<file path="src/rtl/trap_route_pkg.sv">
package trap_route_pkg;
  typedef enum logic [1:0] {
    RT_PRIV = 2'd0,
    RT_HYP  = 2'd1,
    RT_RED  = 2'd2,
    RT_ERR  = 2'd3
  } route_e;

  typedef enum logic [1:0] {
    LV_USER = 2'd0,
    LV_PRIV = 2'd1,
    LV_HYP  = 2'd2
  } lvl_e;

  function automatic lvl_e f_cur_level(input logic hp, input logic pv);
    if (hp) return LV_HYP;
    if (pv) return LV_PRIV;
    return LV_USER;
  endfunction

  function automatic lvl_e f_next_level(input lvl_e cur);
    return (cur == LV_HYP) ? LV_HYP : LV_PRIV;
  endfunction
endpackage

</file>
<file path="src/rtl/trap_lvl_decide.sv">
module trap_lvl_decide
  import trap_route_pkg::*;
#(
  parameter int TL_W       = 3,
  parameter int TT_W       = 9,
  parameter int MAX_TL     = 6,
  parameter int MAX_PTL    = 2,
  parameter int HYP_TT_CUT = 384,
  parameter int RED_TT     = 5,
  parameter int WDOG_TT    = 2
) (
  input  logic [TL_W-1:0] tl,
  input  logic            red,
  input  logic            hpriv,
  input  logic            priv,
  input  logic [TT_W-1:0] tt,
  output route_e          route,
  output logic [TT_W-1:0] eff_tt,
  output logic [TL_W:0]   vec_tl
);
  localparam logic [TL_W-1:0] TL_RED  = TL_W'(MAX_TL - 1);
  localparam logic [TL_W-1:0] TL_ERR  = TL_W'(MAX_TL);
  localparam logic [TL_W-1:0] TL_PMAX = TL_W'(MAX_PTL);
  localparam logic [TT_W-1:0] TT_CUT  = TT_W'(HYP_TT_CUT);

  lvl_e cur_lvl, nxt_lvl;
  logic hit_red, hit_err, hit_wdog, hit_hyp;

  always_comb begin
    cur_lvl  = f_cur_level(hpriv, priv);
    nxt_lvl  = f_next_level(cur_lvl);
    hit_red  = red || (tl == TL_RED);
    hit_err  = (tl >= TL_ERR);
    hit_wdog = (tl > TL_PMAX) && (nxt_lvl == LV_PRIV);
    hit_hyp  = (nxt_lvl == LV_HYP) || ((nxt_lvl == LV_PRIV) && (tt >= TT_CUT));
    vec_tl   = {1'b0, tl} + (TL_W+1)'(1);
    eff_tt   = tt;
    if (hit_red) begin
      route  = RT_RED;
      eff_tt = TT_W'(RED_TT);
    end else if (hit_err) begin
      route  = RT_ERR;
    end else if (hit_wdog) begin
      route  = RT_HYP;
      eff_tt = TT_W'(WDOG_TT);
    end else if (hit_hyp) begin
      route  = RT_HYP;
    end else begin
      route  = RT_PRIV;
    end
  end
endmodule

</file>
<file path="src/rtl/trap_vec_gen.sv">
module trap_vec_gen
  import trap_route_pkg::*;
#(
  parameter int          ADDR_W    = 64,
  parameter int          TT_W      = 9,
  parameter int          TL_W      = 3,
  parameter int          VEC_ALIGN = 14,
  parameter logic [63:0] RED_BASE  = 64'h0000_00FF_F000_0000
) (
  input  route_e            route,
  input  logic [TT_W-1:0]   eff_tt,
  input  logic [TL_W:0]     vec_tl,
  input  logic [ADDR_W-1:0] htba,
  input  logic [ADDR_W-1:0] tba,
  output logic [ADDR_W-1:0] pc,
  output logic [ADDR_W-1:0] npc
);
  localparam logic [ADDR_W-1:0] LOW_MASK  = (ADDR_W'(1) << VEC_ALIGN) - ADDR_W'(1);
  localparam logic [ADDR_W-1:0] PLOW_MASK = (ADDR_W'(1) << (VEC_ALIGN + 1)) - ADDR_W'(1);
  localparam logic [ADDR_W-1:0] TL_BIT    = ADDR_W'(1) << VEC_ALIGN;
  localparam logic [ADDR_W-1:0] RED_MASK  = ADDR_W'(8'hFF);
  localparam logic [ADDR_W-1:0] STEP      = ADDR_W'(4);

  function automatic logic [ADDR_W-1:0] f_slot(input logic [TT_W-1:0] t);
    return ADDR_W'({t, 5'b00000});
  endfunction

  function automatic logic [ADDR_W-1:0] f_red_vec(input logic [TT_W-1:0] t);
    return ADDR_W'(RED_BASE) | (f_slot(t) & RED_MASK);
  endfunction

  function automatic logic [ADDR_W-1:0] f_hyp_vec(input logic [ADDR_W-1:0] base,
                                                  input logic [TT_W-1:0] t);
    return (base & ~LOW_MASK) | (f_slot(t) & LOW_MASK);
  endfunction

  function automatic logic [ADDR_W-1:0] f_priv_vec(input logic [ADDR_W-1:0] base,
                                                   input logic [TT_W-1:0] t,
                                                   input logic [TL_W:0] lvl);
    return (base & ~PLOW_MASK) | ((lvl > (TL_W+1)'(1)) ? TL_BIT : '0)
           | (f_slot(t) & LOW_MASK);
  endfunction

  always_comb begin
    unique case (route)
      RT_RED:  pc = f_red_vec(eff_tt);
      RT_HYP:  pc = f_hyp_vec(htba, eff_tt);
      RT_PRIV: pc = f_priv_vec(tba, eff_tt, vec_tl);
      default: pc = '0;
    endcase
    npc = (route == RT_ERR) ? '0 : pc + STEP;
  end
endmodule

</file>
<file path="src/rtl/trap_route_gen.sv">
module trap_route_gen
  import trap_route_pkg::*;
#(
  parameter int ADDR_W  = 64,
  parameter int TT_W    = 9,
  parameter int TL_W    = 3,
  parameter int MAX_TL  = 6,
  parameter int MAX_PTL = 2
) (
  input  logic              clk,
  input  logic              rst_n,
  input  logic              req,
  input  logic [TL_W-1:0]   tl,
  input  logic              red,
  input  logic              hpriv,
  input  logic              priv,
  input  logic [TT_W-1:0]   tt,
  input  logic [ADDR_W-1:0] htba,
  input  logic [ADDR_W-1:0] tba,
  output logic              vld,
  output logic [1:0]        route,
  output logic [TT_W-1:0]   tt_out,
  output logic [ADDR_W-1:0] pc,
  output logic [ADDR_W-1:0] npc,
  output logic              err_flag
);
  route_e            route_d;
  logic [TT_W-1:0]   tt_d;
  logic [TL_W:0]     vec_tl;
  logic [ADDR_W-1:0] pc_d, npc_d;
  logic              err_hit;

  trap_lvl_decide #(
    .TL_W(TL_W), .TT_W(TT_W), .MAX_TL(MAX_TL), .MAX_PTL(MAX_PTL)
  ) u_decide (
    .tl(tl), .red(red), .hpriv(hpriv), .priv(priv), .tt(tt),
    .route(route_d), .eff_tt(tt_d), .vec_tl(vec_tl)
  );

  trap_vec_gen #(
    .ADDR_W(ADDR_W), .TT_W(TT_W), .TL_W(TL_W)
  ) u_vec (
    .route(route_d), .eff_tt(tt_d), .vec_tl(vec_tl),
    .htba(htba), .tba(tba), .pc(pc_d), .npc(npc_d)
  );

  assign err_hit = req && (route_d == RT_ERR);

  always_ff @(posedge clk or negedge rst_n) begin
    if (!rst_n) begin
      vld      <= 1'b0;
      route    <= 2'd0;
      tt_out   <= '0;
      pc       <= '0;
      npc      <= '0;
      err_flag <= 1'b0;
    end else begin
      vld <= req;
      if (req) begin
        route  <= route_d;
        tt_out <= tt_d;
        pc     <= pc_d;
        npc    <= npc_d;
      end
      if (err_hit) err_flag <= 1'b1;
    end
  end
endmodule

</file>
<file path="config.mk">
export PLATFORM = sky130hd
export DESIGN_NAME = trap_route_gen
export DESIGN_NICKNAME = d
export VERILOG_FILES = /design/src/rtl/trap_route_pkg.sv /design/src/rtl/trap_lvl_decide.sv /design/src/rtl/trap_vec_gen.sv /design/src/rtl/trap_route_gen.sv
export SDC_FILE = /design/constraint.sdc
export NUM_CORES = 1
export LEC_CHECK = 0
export ABC_CLOCK_PERIOD_IN_PS = 900
export BUFFER_PORTS_ARGS = -buffer_cell sky130_fd_sc_hd__buf_2
export CAP_MARGIN = 5
export CORE_MARGIN = 1.5
export CORE_UTILIZATION = 35
export CTS_BUF_LIST = sky130_fd_sc_hd__clkbuf_2 sky130_fd_sc_hd__clkbuf_4 sky130_fd_sc_hd__clkbuf_8
export DETAILED_ROUTE_END_ITERATION = 16
export REMOVE_ABC_BUFFERS = 1
export SYNTH_ARGS = -nofsm -noshare
export SYNTH_HDL_FRONTEND = slang
export SYNTH_HIERARCHICAL = 1
export SYNTH_SLANG_ARGS = --single-unit
</file>
<file path="constraint.sdc">
create_clock -name clk -period 0.9 [get_ports clk]
set_clock_uncertainty 0.05 [all_clocks]
set_input_delay 0.09 -clock clk [delete_from_list [all_inputs] [get_ports clk]]
set_output_delay 0.09 -clock clk [all_outputs]
set_load 0.1 [all_outputs]
</file>
==> run_results.csv <==
group,metric,value,unit
clock_tree,clockBufferDepth,2,
clock_tree,clk_latency,0.43,ns
global_route,grt_max_degree,38,
synth,ys_ff_latch,141,
routing,drt_iter0_drc,130,
routing,drc_errors,0,
power_and_ir_drop,finalPower,24.6,mW
setup_path,reg2reg_slack,-0.27,ns
clock_tree,tritoncts,"yes",
run_status,status,"finished with violations",
clock_tree,h-tree-depth,4,
finish,layout_commonest_cell,"buf_12",
routing,drtPass1Iterations,4,
routing,viasPerCell,4.62,
timing,slew_viol_final,0,
setup_path,reg2reg_from,"pc[30]$_DFFE_PN0P_",
timing,fin_crit_sh,159,%
synth,synth_area_leaders,"dfrtp_1 50%, mux2_4 21%, mux2_2 6.3%, mux2i_1 5.2%, nor2_1 4.5%",
setup_path,crit_slowest_cell,"mux2i_4",
finish,area_growth,90.1,%
setup_path,rr_worst_depth,3,
synth,syn-cell-area,7110,um2
setup_path,cp_top_family,"buffers and inverters",
setup_path,cp_common_cell,"buf_12",
power_and_ir_drop,power-per-cell-area,1820,nW/um2
power_and_ir_drop,p_sw,10.1,mW
clock_tree,clkTransAtPathRegs,0.09,ns
global_route,grt.overflow.total,0,
place,port_buffers,256,
timing,setup_viol,274,
setup_path,required,1.17,ns
floorplan,rows,51,
timing,fin_ws,-0.535,ns
routing,postRouteAntennaNets,0,
setup_path,slowest_delay,0.27,ns
floorplan,io_pins,287,
power_and_ir_drop,p_seq_share,31.2,%
power_and_ir_drop,ir_drop,1.04,mV
clock_tree,ctsRootBufferMaster,"clkbuf_8",
synth,synth_top_area_share,49.6,%
global_route,antenna_found_initial,0,
setup_path,critical_path.startpoint_type,"input pin",
place,hpwl,13.3,mm
synth,yosys.area.top_type,"dfrtp_1",
synth,ys.flop_type,"dfrtp_1",
synth,netlist_instances,527,
synth,ys_seq_area_share,49.6,%
synth,synthArstFlopShare,100,%
power_and_ir_drop,p_sw_share,40.9,%
worst_hold_path,worstHoldPathCells,4,
timing,timing.final.crit_period,1.44,ns
place,preCtsSetupSlack,-1.13,ns
floorplan,fp.dieH,146,um
place,gp_congestion,0.767,
synth,avgSynthCellArea,13.5,um2
setup_path,cp-end-kind,"flip-flop",
worst_hold_path,worstHoldStart,"htba[22]",
setup_path,arrival,1.70,ns
floorplan,start_util,36.1,%
run_status,violations,"negative hold slack, negative setup slack",
power_and_ir_drop,p_leak,6.43,nW
setup_path,path_buf_inv,5,
setup_path,crit_path_max_fanout,6,
run,maxCapViolations,0,
floorplan,fp.dieArea,21200,um2
timing,report.final.hold_viol_count,2,
synth,yosys_warnings,6,
timing,max_freq,0.697,GHz
clock_tree,cts.sinks,141,
power_and_ir_drop,p_int,14.6,mW
worst_hold_path,min_to,"npc[22]$_DFFE_PN0P_",
worst_hold_path,hold_path_class,"in2reg",
timing,rsz0062_at_grt,"yes",
setup_path,r2r-end,"pc[30]$_DFFE_PN0P_",
routing,finalWirelength,21.8,mm
synth,synth_enable_flop_cells,0,
synth,ys_types,34,
global_route,first_global_vias,5816,
floorplan,coreArea,19700,um2
power_and_ir_drop,power.share.clock,21.8,%
finish,final_layout_size_suffix_gt1_share,71.5,%
floorplan,die_w,146,um
finish,nets,1085,
global_route,grt_usage,18.8,%
global_route,grt_pass1_wl,31.5,mm
clock_tree,numCtsBuffers,17,
timing,fin_hold_ws,-0.00214,ns
setup_path,path_cells,"buf_8 > inv_4 > ha_4 > a21o_1 > a21oi_4 > buf_6 > buf_12 > buf_12 > mux2i_4 > nor2_2 > mux2_4",
finish,final_cell_mix,"158 x buf_12, 141 x dfrtp_1, 117 x buf_4, 116 x mux2_4, 111 x buf_2",
routing,wl_per_cell,17.9,um
power_and_ir_drop,comb_power_share,47.0,%
routing,vias,5603,
finish,antenna_cells,0,
setup_path,criticalPathCategory,"in2reg",
## flip-flops by register name (all words and copies together), names as in the netlist
| register | flops |
|---|---|
| npc | 64 |
| pc | 64 |
| tt_out | 9 |
| route | 2 |
| err_flag | 1 |
| vld | 1 |
## logic make-up after synthesis
logic type,count (synthesis),synth area share [%]
AO/OA/AOI/OAI,21,2.34
XOR/XNOR,1,0.123
adder cells (fa/ha/maj),3,0.528
buffers and inverters,62,6.60
flip-flops,141,49.6
multiplexers,176,32.4
other,1,0.0527
AND/OR/NAND/NOR,122,8.29
## synthesized netlist by cell type (2+ instances only)
library cell / count
dfrtp_1: 141
mux2_4: 99
nor2_1: 86
mux2_2: 40
mux2i_1: 37
buf_4: 24
buf_6: 17
nor2b_1: 13
o2bb2ai_1: 11
clkbuf_1: 9
and2_1: 6
nor4b_1: 6
buf_2: 5
inv_1: 5
nand2_1: 4
ha_1: 3
a21oi_1: 2
nor3_1: 2
o31ai_1: 2
## final cells by class
class                   count  area [um2]
inverters                   5        21.3
well taps                 265         332
clock buffers              19         262
flip-flops and latches    141        3530
repair buffers            439        5220
fillers                  1278        6200
multi-input cells         332        4010
clock inverters            13         151
## power by group through the flow
stage | Clock (mW) | Combinational, mW | Sequential [mW]
finish | 5.37 | 11.6 | 7.67
floorplan | 0 | 1.53 | 12.0
global route | 5.83 | 11.9 | 7.74
CTS | 5.55 | 10.8 | 7.65
global placement | 0 | 9.94 | 7.77
detailed placement | 0 | 10.0 | 7.78
## routing by layer
metal	up-vias	GRT usage [%]	routed length [um]
li1	2601	-	-
met1	2805	23.0	8740
met2	173	32.3	11500
met3	24	5.55	1180
met4	0	4.95	322
met5	-	0	0
## worst max-delay path by stage
stage / start / to / cells after the start
after detailed placement: tl[0] / npc[59]$_DFFE_PN0P_ / 9
after global placement: tl[0] / npc[59]$_DFFE_PN0P_ / 9
after global routing: tl[1] / pc[59]$_DFFE_PN0P_ / 11
after CTS: tl[1] / pc[46]$_DFFE_PN0P_ / 11
after floorplan: tl[1] / pc[5]$_DFFE_PN0P_ / 7
final: tl[1] / pc[57]$_DFFE_PN0P_ / 11
## worst register-to-register path, stage by stage, from the launching register on
cell and delay, ns:
dfrtp_1 0.46, buf_4 0.16, buf_4 0.12, mux2_4 0.27
## repair_timing
action / 4_1_cts / 5_1_grt
gates cloned: 3 / 1
resized for setup: 98 / 96
setup endpoints to repair: 271 / 273
buffers inserted: 55 / 52
hold buffers: 25 / 3
pin swaps: 12 / 19
hold endpoints to repair: 220 / 27
## stage by stage
step | cells | area, um2 | util, % | TNS (ns)
2_1_floorplan | 478 | 6690 | - | -468.09
3_3_place_gp | 1052 | 11000 | 55.7 | -118.77
3_5_place_dp | 1052 | 11000 | 55.7 | -122.65
4_1_cts | 1162 | 12600 | 63.8 | -90.91
5_1_grt | 1214 | 13500 | 68.6 | -104.65
6_report | 1214 | 13500 | 68.6 | -94.94
Note: power is estimated with default switching activity, not from simulation.
